--- config.mk ---
export PLATFORM = sky130hd
export DESIGN_NAME = jrhb_unit
export DESIGN_NICKNAME = d
export VERILOG_FILES = /design/src/rtl/jrhb_pkg.sv /design/src/rtl/jrhb_decode.sv /design/src/rtl/jrhb_target.sv /design/src/rtl/jrhb_barrier.sv /design/src/rtl/jrhb_unit.sv
export SDC_FILE = /design/constraint.sdc
export NUM_CORES = 1
export LEC_CHECK = 0
export ABC_CLOCK_PERIOD_IN_PS = 2600
export BUFFER_PORTS_ARGS = -buffer_cell sky130_fd_sc_hd__buf_4
export CORE_MARGIN = 2
export CORE_UTILIZATION = 45
export DETAILED_ROUTE_END_ITERATION = 12
export PLACE_DENSITY = 0.92
export SYNTH_ARGS = -nofsm -noshare
export SYNTH_HDL_FRONTEND = slang
export SYNTH_SLANG_ARGS = --single-unit
--- constraint.sdc ---
create_clock -name clk -period 2.6 [get_ports clk]
set_input_delay 0.26 -clock clk [delete_from_list [all_inputs] [get_ports clk]]
set_output_delay 0.26 -clock clk [all_outputs]
set_load 0.02 [all_outputs]
--- src/rtl/jrhb_pkg.sv ---
package jrhb_pkg;
  localparam int unsigned JR_XLEN   = 32;
  localparam int unsigned JR_IW     = 32;
  localparam int unsigned JR_RIDX_W = 5;

  localparam logic [5:0] JR_MAJOR = 6'b000000;
  localparam logic [9:0] JR_FUNC  = 10'b0001111100;
  localparam logic [5:0] JR_MINOR = 6'b111100;

  typedef enum logic {BAR_IDLE = 1'b0, BAR_WAIT = 1'b1} bar_state_t;
endpackage

--- src/rtl/jrhb_decode.sv ---
module jrhb_decode
  import jrhb_pkg::*;
#(
  parameter int unsigned IW = JR_IW,
  parameter int unsigned RW = JR_RIDX_W
) (
  input  logic [IW-1:0] word,
  output logic          match,
  output logic [RW-1:0] rt_idx,
  output logic [RW-1:0] rs_idx
);
  localparam int unsigned RT_LSB = IW - 6 - RW;
  localparam int unsigned RS_LSB = RT_LSB - RW;

  logic major_ok, func_ok, minor_ok;

  always_comb begin
    major_ok = (word[IW-1 -: 6] == JR_MAJOR);
    func_ok  = (word[15:6] == JR_FUNC);
    minor_ok = (word[5:0] == JR_MINOR);
    match    = major_ok && func_ok && minor_ok;
    rt_idx   = word[RT_LSB +: RW];
    rs_idx   = word[RS_LSB +: RW];
  end
endmodule

--- src/rtl/jrhb_target.sv ---
module jrhb_target
  import jrhb_pkg::*;
#(
  parameter int unsigned XLEN        = JR_XLEN,
  parameter bit          CLASSIC_ISA = 1'b1
) (
  input  logic [XLEN-1:0] tgt_in,
  output logic [XLEN-1:0] tgt_addr,
  output logic            tgt_mode,
  output logic            tgt_err
);
  always_comb tgt_addr = {tgt_in[XLEN-1:1], 1'b0};

  generate
    if (CLASSIC_ISA) begin : g_word_isa
      always_comb begin
        tgt_mode = tgt_in[0];
        tgt_err  = !tgt_in[0] && tgt_in[1];
      end
    end else begin : g_compact_only
      always_comb begin
        tgt_mode = 1'b1;
        tgt_err  = !tgt_in[0];
      end
    end
  endgenerate
endmodule

--- src/rtl/jrhb_barrier.sv ---
module jrhb_barrier
  import jrhb_pkg::*;
(
  input  logic clk,
  input  logic rst,
  input  logic start,
  input  logic busy,
  output logic pending,
  output logic fire
);
  bar_state_t state;
  logic       fire_q;

  always_ff @(posedge clk) begin
    if (rst) begin
      state  <= BAR_IDLE;
      fire_q <= 1'b0;
    end else begin
      fire_q <= (state == BAR_WAIT) && !busy;
      case (state)
        BAR_IDLE: if (start) state <= BAR_WAIT;
        BAR_WAIT: if (!busy) state <= BAR_IDLE;
        default:  state <= BAR_IDLE;
      endcase
    end
  end

  always_comb begin
    pending = (state == BAR_WAIT);
    fire    = fire_q;
  end

  AST_NO_FIRE_WHILE_BUSY: assert property (@(posedge clk) disable iff (rst)
    fire_q |-> !$past(busy));
  AST_FIRE_SINGLE: assert property (@(posedge clk) disable iff (rst)
    fire_q |=> !fire_q);
  AST_START_ONLY_IDLE: assert property (@(posedge clk) disable iff (rst)
    (start && !pending) |=> pending);
endmodule

--- src/rtl/jrhb_unit.sv ---
module jrhb_unit
  import jrhb_pkg::*;
#(
  parameter int unsigned XLEN        = JR_XLEN,
  parameter int unsigned RW          = JR_RIDX_W,
  parameter bit          CLASSIC_ISA = 1'b1
) (
  input  logic            clk,
  input  logic            rst,
  input  logic            instr_valid,
  input  logic [31:0]     instr_word,
  input  logic [XLEN-1:0] instr_pc,
  output logic [RW-1:0]   rs_sel,
  input  logic [XLEN-1:0] rs_value,
  input  logic            sys_wr_busy,
  output logic            ready,
  output logic            rsvd_instr,
  output logic            wb_en,
  output logic [RW-1:0]   wb_idx,
  output logic [XLEN-1:0] wb_data,
  output logic            squash_next,
  output logic            flush_req,
  output logic            redir_valid,
  output logic [XLEN-1:0] redir_addr,
  output logic            redir_mode,
  output logic            redir_addr_err
);
  localparam logic [XLEN-1:0] LINK_STEP = XLEN'(4);

  logic            dec_match;
  logic [RW-1:0]   dec_rt, dec_rs;
  logic [XLEN-1:0] t_addr;
  logic            t_mode, t_err;
  logic            bar_pending, bar_fire;
  logic            take, accept_ok, accept_bad;

  jrhb_decode #(.IW(32), .RW(RW)) u_dec (
    .word   (instr_word),
    .match  (dec_match),
    .rt_idx (dec_rt),
    .rs_idx (dec_rs)
  );

  jrhb_target #(.XLEN(XLEN), .CLASSIC_ISA(CLASSIC_ISA)) u_tgt (
    .tgt_in   (rs_value),
    .tgt_addr (t_addr),
    .tgt_mode (t_mode),
    .tgt_err  (t_err)
  );

  always_comb begin
    rs_sel     = dec_rs;
    ready      = !bar_pending;
    take       = instr_valid && ready;
    accept_ok  = take && dec_match;
    accept_bad = take && !dec_match;
  end

  jrhb_barrier u_bar (
    .clk     (clk),
    .rst     (rst),
    .start   (accept_ok),
    .busy    (sys_wr_busy),
    .pending (bar_pending),
    .fire    (bar_fire)
  );

  always_ff @(posedge clk) begin
    if (rst) begin
      rsvd_instr     <= 1'b0;
      wb_en          <= 1'b0;
      wb_idx         <= '0;
      wb_data        <= '0;
      squash_next    <= 1'b0;
      redir_addr     <= '0;
      redir_mode     <= 1'b0;
      redir_addr_err <= 1'b0;
    end else begin
      rsvd_instr  <= accept_bad;
      wb_en       <= accept_ok && (dec_rt != '0);
      squash_next <= accept_ok;
      if (accept_ok) begin
        wb_idx         <= dec_rt;
        wb_data        <= instr_pc + LINK_STEP;
        redir_addr     <= t_addr;
        redir_mode     <= t_mode;
        redir_addr_err <= t_err;
      end
    end
  end

  always_comb begin
    flush_req   = bar_pending;
    redir_valid = bar_fire;
  end

  AST_RSVD_QUIET: assert property (@(posedge clk) disable iff (rst)
    rsvd_instr |-> (!wb_en && !squash_next));
  AST_LINK_SQUASH: assert property (@(posedge clk) disable iff (rst)
    wb_en |-> squash_next);
  AST_ZERO_DEST: assert property (@(posedge clk) disable iff (rst)
    (squash_next && wb_idx == '0) |-> !wb_en);
  AST_FLUSH_EXCL: assert property (@(posedge clk) disable iff (rst)
    !(flush_req && redir_valid));
  AST_ALIGN_BIT0: assert property (@(posedge clk) disable iff (rst)
    redir_valid |-> !redir_addr[0]);
  AST_PAYLOAD_STABLE: assert property (@(posedge clk) disable iff (rst)
    (flush_req && $past(flush_req)) |-> $stable(redir_addr));
endmodule

==> impl_metrics.json, run 1 <==
{
  "row_count": 31,
  "timing.slew.headroom_pct": 39.20,
  "clk_latency_ns": 0.34,
  "clockBufferDepth": 2,
  "yosysTopAreaCellShare_pct": 44.63,
  "io_buffers": 170,
  "num_antenna_cells": 0,
  "p_leak_nw": 1.921,
  "die_area_mm2": 0.008184,
  "clkTransAtPathRegs_ns": 0.08,
  "finalHoldViolations": 0,
  "grt_pass1_wl_um": 14860,
  "r2r-start": "u_bar.pending",
  "cts_root_buffer": "clkbuf_8",
  "yosysMostFrequentCell": "nand2_1",
  "io_pins": 182,
  "fin_area_mm2": 0.004870,
  "critPathKind": "input pin to flip-flop",
  "ff2ff_setup_slack_ns": 0.96,
  "synth_top_flop_cell": "dfxtp_1",
  "drc": 0,
  "synth_top_family_by_area": "simple AND/OR/NAND/NOR gates",
  "cp.required_ns": 2.85,
  "cts_tree": "built",
  "setup_tns_ns": 0,
  "startpoint_type": "input pin",
  "grt_use_total_pct": 22.12,
  "avgSynthCellArea_um2": 8.671,
  "holdPathEnd": "u_bar.fire",
  "ir_drop_uv": 321.9,
  "worstMarginPinSlew_ns": 0.9120,
  "grt_max_degree": 75,
  "cp.arrival_ns": 2.35,
  "firstDrtPassIters": 4,
  "ys_seq_area_share_pct": 44.63,
  "htree_levels": 3,
  "placed_area_mm2": 0.004623,
  "place_congestion": 0.9369,
  "avgViaCountPerCell": 5.129,
  "synth-edff-count": 0,
  "synthMuxAreaShare_pct": 0,
  "min_delay_path_depth": 2,
  "ant_nets": 0,
  "synth_xor_area_share_pct": 7.289,
  "nets": 646,
  "synth_fp_nets": 489,
  "initial_core_util_pct": 46.39,
  "clkSinkCount": 75,
  "die_y_um": 90.47,
  "die_w_um": 90.47,
  "top_layer_used": "met4",
  "crit_fanout": 60,
  "synth-simple-area-share_pct": 23.73,
  "max_freq_mhz": 478.0,
  "m1WireLength_um": 3474,
  "yosysWarningCount": 0,
  "syn_to_final_growth_pct": 44.74,
  "synth.area.top_cells": "dfxtp_1 45%, a211oi_2 11%, nand2_1 10%, a21oi_1 6.2%, xor2_1 5.2%",
  "period_needed_ns": 2.092,
  "synth_adder_area_share_pct": 0.3719,
  "cts_hold_buf": 0,
  "rsz0062_at_grt": "no",
  "drt_wl_total_um": 9046,
  "status": "complete, no violations",
  "multi_input_area_mm2": 0.001640,
  "critical_path.endpoint_type": "flip-flop",
  "fill_cells": 552,
  "p_per_area_mw_per_mm2": 498.9,
  "synth-compound-area-share_pct": 17.26,
  "hpwlAfterDp_um": 6864,
  "finalSetupViolCount": 0,
  "fin_skew_ns": 0.009084,
  "yosys_register_bits": 75,
  "wl_per_cell_um": 13.94,
  "drv_cap": 0,
  "route.met3.wl_um": 866,
  "cts_setup_buffers": 0,
  "drv_slew": 0,
  "ff2ff_path_depth": 6,
  "seq_area_mm2": 0.001501,
  "r2r_end": "wb_data[28]",
  "synthTopCellsByCount": "94 x nand2_1, 75 x dfxtp_1, 42 x a21oi_1, 38 x nor2_1, 29 x a211oi_2",
  "antenna_found_initial": 0,
  "period_share_pct": 80.46,
  "ys_async_sr_fraction_pct": 0,
  "syn-cell-area_mm2": 0.003364,
  "coreArea_mm2": 0.007253,
  "hp-class": "input pin to flip-flop",
  "min_from": "sys_wr_busy",
  "cts_resized": 0,
  "yosysUniqueCellTypes": 29,
  "grt_pass1_vias": 3215,
  "cts_buffers": 9,
  "final_layout_size_suffix_gt1_share_pct": 40.73,
  "yosysTopAreaCell": "dfxtp_1",
  "dr_total_vias": 3329,
  "dr_wl_met2_um": 4563,
  "syn_inst": 388,
  "overflow": 0,
  "final_core_util_pct": 67.14,
  "drtIter0Drc": 130
}
[flip-flops by register name, indices dropped and copies added, names as in the netlist]
signal / count
redir_mode: 1
wb_idx: 5
redir_addr_err: 1
rsvd_instr: 1
redir_addr: 31
u_bar.pending: 1
u_bar.fire: 1
wb_en: 1
wb_data: 32
squash_next: 1
[cell type report]
| cell class | count | area share (%) |
|---|---|---|
| Multi-Input combinational cell | 280 | 33.68 |
| Inverter | 3 | 0.2312 |
| Clock buffer | 9 | 2.544 |
| Clock inverter | 7 | 2.518 |
| Sequential cell | 75 | 30.83 |
| Timing Repair Buffer | 176 | 27.65 |
| Tap cell | 99 | 2.544 |
[worst max path at each step]
| stage | startpoint | end | slack (ns) |
|---|---|---|---|
| after detailed placement | instr_word[27] | wb_data[28] | 0.17 |
| after floorplan | instr_word[27] | wb_data[27] | 0.36 |
| after global placement | instr_word[27] | wb_data[28] | 0.25 |
| final | instr_word[27] | wb_data[28] | 0.51 |
| after CTS | instr_word[27] | wb_data[25] | 0.53 |
| after global routing | instr_word[27] | wb_data[25] | 0.42 |
[logic make-up after synthesis]
| kind of cell | Yosys count |
|---|---|
| AND/OR/NAND/NOR | 178 |
| other | 1 |
| adder cells (fa/ha/maj) | 1 |
| XOR/XNOR | 28 |
| flip-flops | 75 |
| AO/OA/AOI/OAI | 72 |
| buffers and inverters | 33 |
[metrics by stage]
step,std cells,setup slack (ns),hold WS [ns],total power [mW]
2_1_floorplan,388,0.3601,0.3368,1.248
3_3_place_gp,633,0.2538,0.4323,1.370
3_5_place_dp,633,0.1691,0.4407,1.373
4_1_cts,649,0.5285,0.06598,2.451
5_1_grt,649,0.4169,0.08196,2.523
6_report,649,0.5080,0.09240,2.429
[cells in the final DEF (no fill, tap or decap), types with 4 or more instances in the layout]
master	Yosys	layout
nor4_1	4	4
dfxtp_1	75	75
nand2_1	94	94
buf_4	7	174
nor3_1	4	4
xor2_1	20	20
nand4_1	12	12
nand3_1	12	12
xnor2_1	8	8
nor2_1	38	38
a211oi_2	29	29
clkbuf_8	0	9
a21oi_1	42	42
[where the power goes]
group	total (mW)	internal, mW	switching [mW]
registers	1.15	1.15	0.000169
clock network	1.08	0.644	0.438
logic	0.199	0.110	0.0890
total	2.43	1.90	0.527
[critical path, cell delays in order]
cell and delay, ns:
buf_4 0.10, or4_1 0.51, or4_4 0.56, nor3_4 0.24, buf_12 0.32, nor2_1 0.13
a211oi_2 0.21
[per-layer routing]
metal | up-vias | track usage (%)
met5 | - | 0
met4 | 0 | 8.205
met3 | 13 | 6.511
met2 | 168 | 38.43
met1 | 1519 | 25.67
li1 | 1629 | -
(Power assumes the default switching activity.)
==> inputs of run 2 (changes only) <==
ABC_CLOCK_PERIOD_IN_PS = 2100   (was 2600)
clock period = 2.1 ns   (was 2.6 ns; I/O delays follow)
==> run 2 against run 1 <==
Compared with the run above:
- die area is the same
- flip-flop and latch count is the same
- cell area grew 1.4%
- critical path type unchanged
==> impl_metrics.json, run 2 (synthesis gave the netlist of run 1 again) <==
{
  "dr_total_vias": 3364,
  "ir_drop_uv": 459.8,
  "cp.arrival_ns": 2.20,
  "fill_cells": 547,
  "avgViaCountPerCell": 5.120,
  "setup_slack_ns": 0.1531,
  "grt_pass1_vias": 3386,
  "drv_slew": 0,
  "top_regs": "wb_data (32), redir_addr (31), wb_idx (5)",
  "io_pins": 182,
  "drt_wl_total_um": 9162,
  "final_cell_mix": "181 x buf_4, 94 x nand2_1, 75 x dfxtp_1, 42 x a21oi_1, 38 x nor2_1",
  "die_area_mm2": 0.008184,
  "cts_hold_buf": 0,
  "final_common_cell": "buf_4",
  "coreArea_mm2": 0.007253,
  "cts_tree": "built",
  "final_layout_size_suffix_gt1_share_pct": 41.58,
  "overflow": 0,
  "clkTransAtPathRegs_ns": 0.08,
  "fin_skew_ns": 0.005390,
  "dp_slack_ns": -0.1955,
  "htree_levels": 3,
  "period_needed_ns": 1.947,
  "die_w_um": 90.47,
  "antenna_found_initial": 0,
  "die_y_um": 90.47,
  "cts_setup_buffers": 0,
  "cp.required_ns": 2.36,
  "ant_nets": 0,
  "finalSetupViolCount": 0,
  "grt_max_degree": 58,
  "clkSinkCount": 75,
  "wl_per_cell_um": 13.95,
  "p_leak_nw": 1.978,
  "status": "complete, no violations",
  "startpoint_type": "input pin",
  "io_buffers": 170,
  "clk_latency_ns": 0.33,
  "final_core_util_pct": 68.05,
  "cts_root_buffer": "clkbuf_8",
  "row_count": 31,
  "critPathKind": "input pin to flip-flop",
  "period_share_pct": 92.71,
  "largest_register_ffs": 32,
  "cts_buffers": 9,
  "firstDrtPassIters": 5,
  "p_per_area_mw_per_mm2": 606.6,
  "timing.slew.headroom_pct": 62.16,
  "num_antenna_cells": 0,
  "max_flop_register": "wb_data",
  "finalHoldViolations": 0,
  "crit_fanout": 57,
  "hpwlAfterDp_um": 6891,
  "nets": 654,
  "drv_cap": 0,
  "clockBufferDepth": 2,
  "hp-class": "input pin to flip-flop",
  "grt_use_total_pct": 22.06,
  "place_congestion": 0.8758,
  "syn_to_final_growth_pct": 46.71,
  "rsz0062_at_grt": "no",
  "max_freq_mhz": 513.6,
  "drtIter0Drc": 131,
  "critical_path.endpoint_type": "flip-flop",
  "initial_core_util_pct": 46.39,
  "grt_pass1_wl_um": 14980,
  "worstMarginPinSlew_ns": 0.5675,
  "cts_resized": 0,
  "drc": 0
}
## run 2: cell count changes in the layout (fill, tap and decap cells not counted)
cell / before / now
clkinvlp_4: 2 / 1
inv_6: 2 / 0
clkinv_4: 0 / 1
buf_12: 2 / 3
clkinv_2: 0 / 2
buf_4: 174 / 181
## run 2: cell type report
type                       instances  area (um2)  share of cell area (%)
tap                               99       123.9                   2.510
inverter                           3       11.26                  0.2281
clock buffer                       9       123.9                   2.510
timing repair buffer             184        1419                   28.75
sequential                        75        1501                   30.42
multi-input combinational        280        1640                   33.23
clock inverter                     7       116.4                   2.357
## run 2: path summary, 6_finish.rpt
| path | cells after the start | end | from | slack [ns] |
|---|---|---|---|---|
| setup / recovery | 7 | wb_data[11] | instr_word[27] | 0.15 |
| hold / removal | 2 | u_bar.fire | sys_wr_busy | 0.04 |
| setup reg to reg | 6 | wb_data[11] | u_bar.pending | 0.57 |
| hold reg to reg | 2 | redir_addr[20] | redir_addr[20] | 0.46 |
## run 2: critical path, stage by stage
cell	delay, ns
buf_4	0.11
or4_1	0.50
or4_4	0.56
nor3_4	0.19
buf_12	0.29
nor2_1	0.10
a211oi_2	0.20
## run 2: metal layers
| metal | wire length (um) | part of all wire, % | track usage [%] | vias up |
|---|---|---|---|---|
| li1 | - | - | - | 1643 |
| met1 | 3616 | 39 | 25.34 | 1564 |
| met2 | 4737 | 52 | 38.68 | 151 |
| met3 | 749 | 8.2 | 6.511 | 6 |
| met4 | 59 | 0.64 | 8.077 | 0 |
| met5 | 0 | 0 | 0 | - |
## run 2: through the flow
stage / setup TNS (ns) / hold slack, ns / instance area (um2) / power, mW / std cells
after floorplan: -1.541 / 0.2868 / 3403 / 1.545 / 388
after global placement: -7.637 / 0.3817 / 4696 / 1.698 / 641
after detailed placement: -10.31 / 0.3874 / 4696 / 1.704 / 641
after CTS: 0 / 0.02159 / 4936 / 3.029 / 657
after global routing: 0 / 0.02975 / 4936 / 3.105 / 657
final: 0 / 0.04250 / 4936 / 2.994 / 657
## run 2: power breakdown
part,total (mW),leakage (nW),switching [mW],internal (mW)
Sequential,1.42,0.604,0.000236,1.42
Combinational,0.250,1.25,0.112,0.138
Clock,1.32,0.119,0.536,0.787
Total,2.99,1.98,0.648,2.35
==> inputs of run 3 (changes only) <==
CELL_PAD_IN_SITES_DETAIL_PLACEMENT = 0   (was unset)
CELL_PAD_IN_SITES_GLOBAL_PLACEMENT = 1   (was unset)
CORE_UTILIZATION = 31   (was 45)
PLACE_DENSITY = 0.91   (was 0.92)
==> run 3 against run 2 <==
Compared with the run above:
- clock power fell by 9.8%
- die area is 43% higher
- flip-flop and latch count did not move
- setup slack worse by 0.023 ns
- sequential share of layout area is 0.51 points lower
- global-route usage is 6.6 points lower
- clock skew is 0.00051 ns higher
- first-iteration DRC count is 18% lower
- wire length rose by 1.0%
- non-clock buffer count up 3
- sequential power about the same
- combinational power hardly changed
==> impl_metrics.json, run 3 (synthesis gave the netlist of run 1 again) <==
{
  "die_y_um": 108.2,
  "io_pins": 182,
  "wl_per_cell_um": 13.22,
  "timing.slew.headroom_pct": 60.93,
  "cts_tree": "built",
  "hp-class": "input pin to flip-flop",
  "p_per_area_mw_per_mm2": 569.6,
  "drtIter0Drc": 107,
  "avgViaCountPerCell": 4.717,
  "drc": 0,
  "clkTransAtPathRegs_ns": 0.08,
  "dr_total_vias": 3302,
  "antenna_found_initial": 0,
  "status": "complete, no violations",
  "multi_input_area_mm2": 0.001640,
  "dp_slack_ns": -0.2324,
  "cpMostUsedCell": "buf_4",
  "cts_setup_buffers": 0,
  "finalSetupViolCount": 0,
  "die_area_mm2": 0.01170,
  "rsz0062_at_grt": "no",
  "worst-path-buf-inv": 3,
  "ir_drop_uv": 309.0,
  "drv_slew": 0,
  "cts_buffers": 9,
  "initial_core_util_pct": 31.45,
  "syn_to_final_growth_pct": 49.20,
  "critical_path.endpoint_type": "flip-flop",
  "io_buffers": 170,
  "ant_nets": 0,
  "slowest_delay_ns": 0.56,
  "dp.cells": 685,
  "drt_wl_total_um": 9256,
  "grt_use_total_pct": 15.47,
  "crit_family": "simple AND/OR/NAND/NOR gates",
  "max_flop_register": "wb_data",
  "final_cell_mix": "181 x buf_4, 94 x nand2_1, 75 x dfxtp_1, 42 x a21oi_1, 38 x nor2_1",
  "drv_cap": 0,
  "place_congestion": 0.7925,
  "period_share_pct": 93.81,
  "cp.required_ns": 2.36,
  "clk_latency_ns": 0.34,
  "final_common_cell": "buf_4",
  "grt_pass1_wl_um": 14340,
  "clockBufferDepth": 2,
  "cts_root_buffer": "clkbuf_8",
  "grt_pass1_vias": 3138,
  "crit_path_top_delay_cell": "or4_4",
  "period_needed_ns": 1.970,
  "firstDrtPassIters": 4,
  "coreArea_mm2": 0.01070,
  "cts_resized": 0,
  "overflow": 0,
  "largest_register_ffs": 32,
  "fin_cells": 700,
  "finalHoldViolations": 0,
  "p_leak_nw": 1.992,
  "hpwlAfterDp_um": 7057,
  "startpoint_type": "input pin",
  "die_w_um": 108.2,
  "top_regs": "wb_data (32), redir_addr (31), wb_idx (5)",
  "grt_max_degree": 53,
  "row_count": 38,
  "nets": 657,
  "path_cells": "buf_4 -> or4_1 -> or4_4 -> nor3_4 -> buf_4 -> buf_12 -> nor2_1 -> a211oi_2",
  "cts_hold_buf": 0,
  "htree_levels": 3,
  "fin_skew_ns": 0.005899,
  "final_layout_size_suffix_gt1_share_pct": 41.61,
  "critPathKind": "input pin to flip-flop",
  "max_freq_mhz": 507.6,
  "crit_fanout": 30,
  "setup_slack_ns": 0.1301,
  "worstMarginPinSlew_ns": 0.5861,
  "fill_cells": 1025,
  "seq_area_mm2": 0.001501,
  "cp.arrival_ns": 2.23,
  "clkSinkCount": 75,
  "num_antenna_cells": 0
}
## run 3: layout make-up
cell class	instances	share of cell area, %
well taps	140	3.490
clock inverters	1	0.5982
flip-flops and latches	75	29.91
repair buffers	187	29.46
multi-input cells	280	32.68
inverters	3	0.2243
clock buffers	14	3.639
## run 3: metrics by stage
stage | power [mW] | setup TNS [ns] | hold slack [ns] | util [%] | instance area, um2
after global routing | 2.992 | 0 | 0.01454 | 46.92 | 5020
after floorplan | 1.545 | -1.541 | 0.2868 | - | 3403
after global placement | 1.701 | -7.433 | 0.3852 | 44.94 | 4807
final | 2.859 | 0 | 0.03474 | 46.92 | 5020
after detailed placement | 1.705 | -11.09 | 0.3879 | 44.94 | 4807
after CTS | 2.906 | 0 | 0.009409 | 46.92 | 5020
## run 3: routing by layer
metal	wire length, um	track usage, %	up-vias
met2	4348	26.42	131
li1	-	-	1645
met1	3924	18.08	1515
met3	872	5.184	11
met4	110	5.495	0
met5	0	0	-
## run 3: final timing paths
kind,startpoint,to,slack [ns],cells past startpoint
max,instr_word[27],wb_data[17],0.13,8
min,sys_wr_busy,u_bar.fire,0.03,2
max reg2reg,u_bar.pending,wb_data[17],0.54,7
min reg2reg,redir_addr[1],redir_addr[1],0.45,2
## run 3: where the power goes
part	internal, mW	switching (mW)
sequential	1.42	0.000265
clock	0.674	0.513
combinational	0.138	0.112
total	2.23	0.625
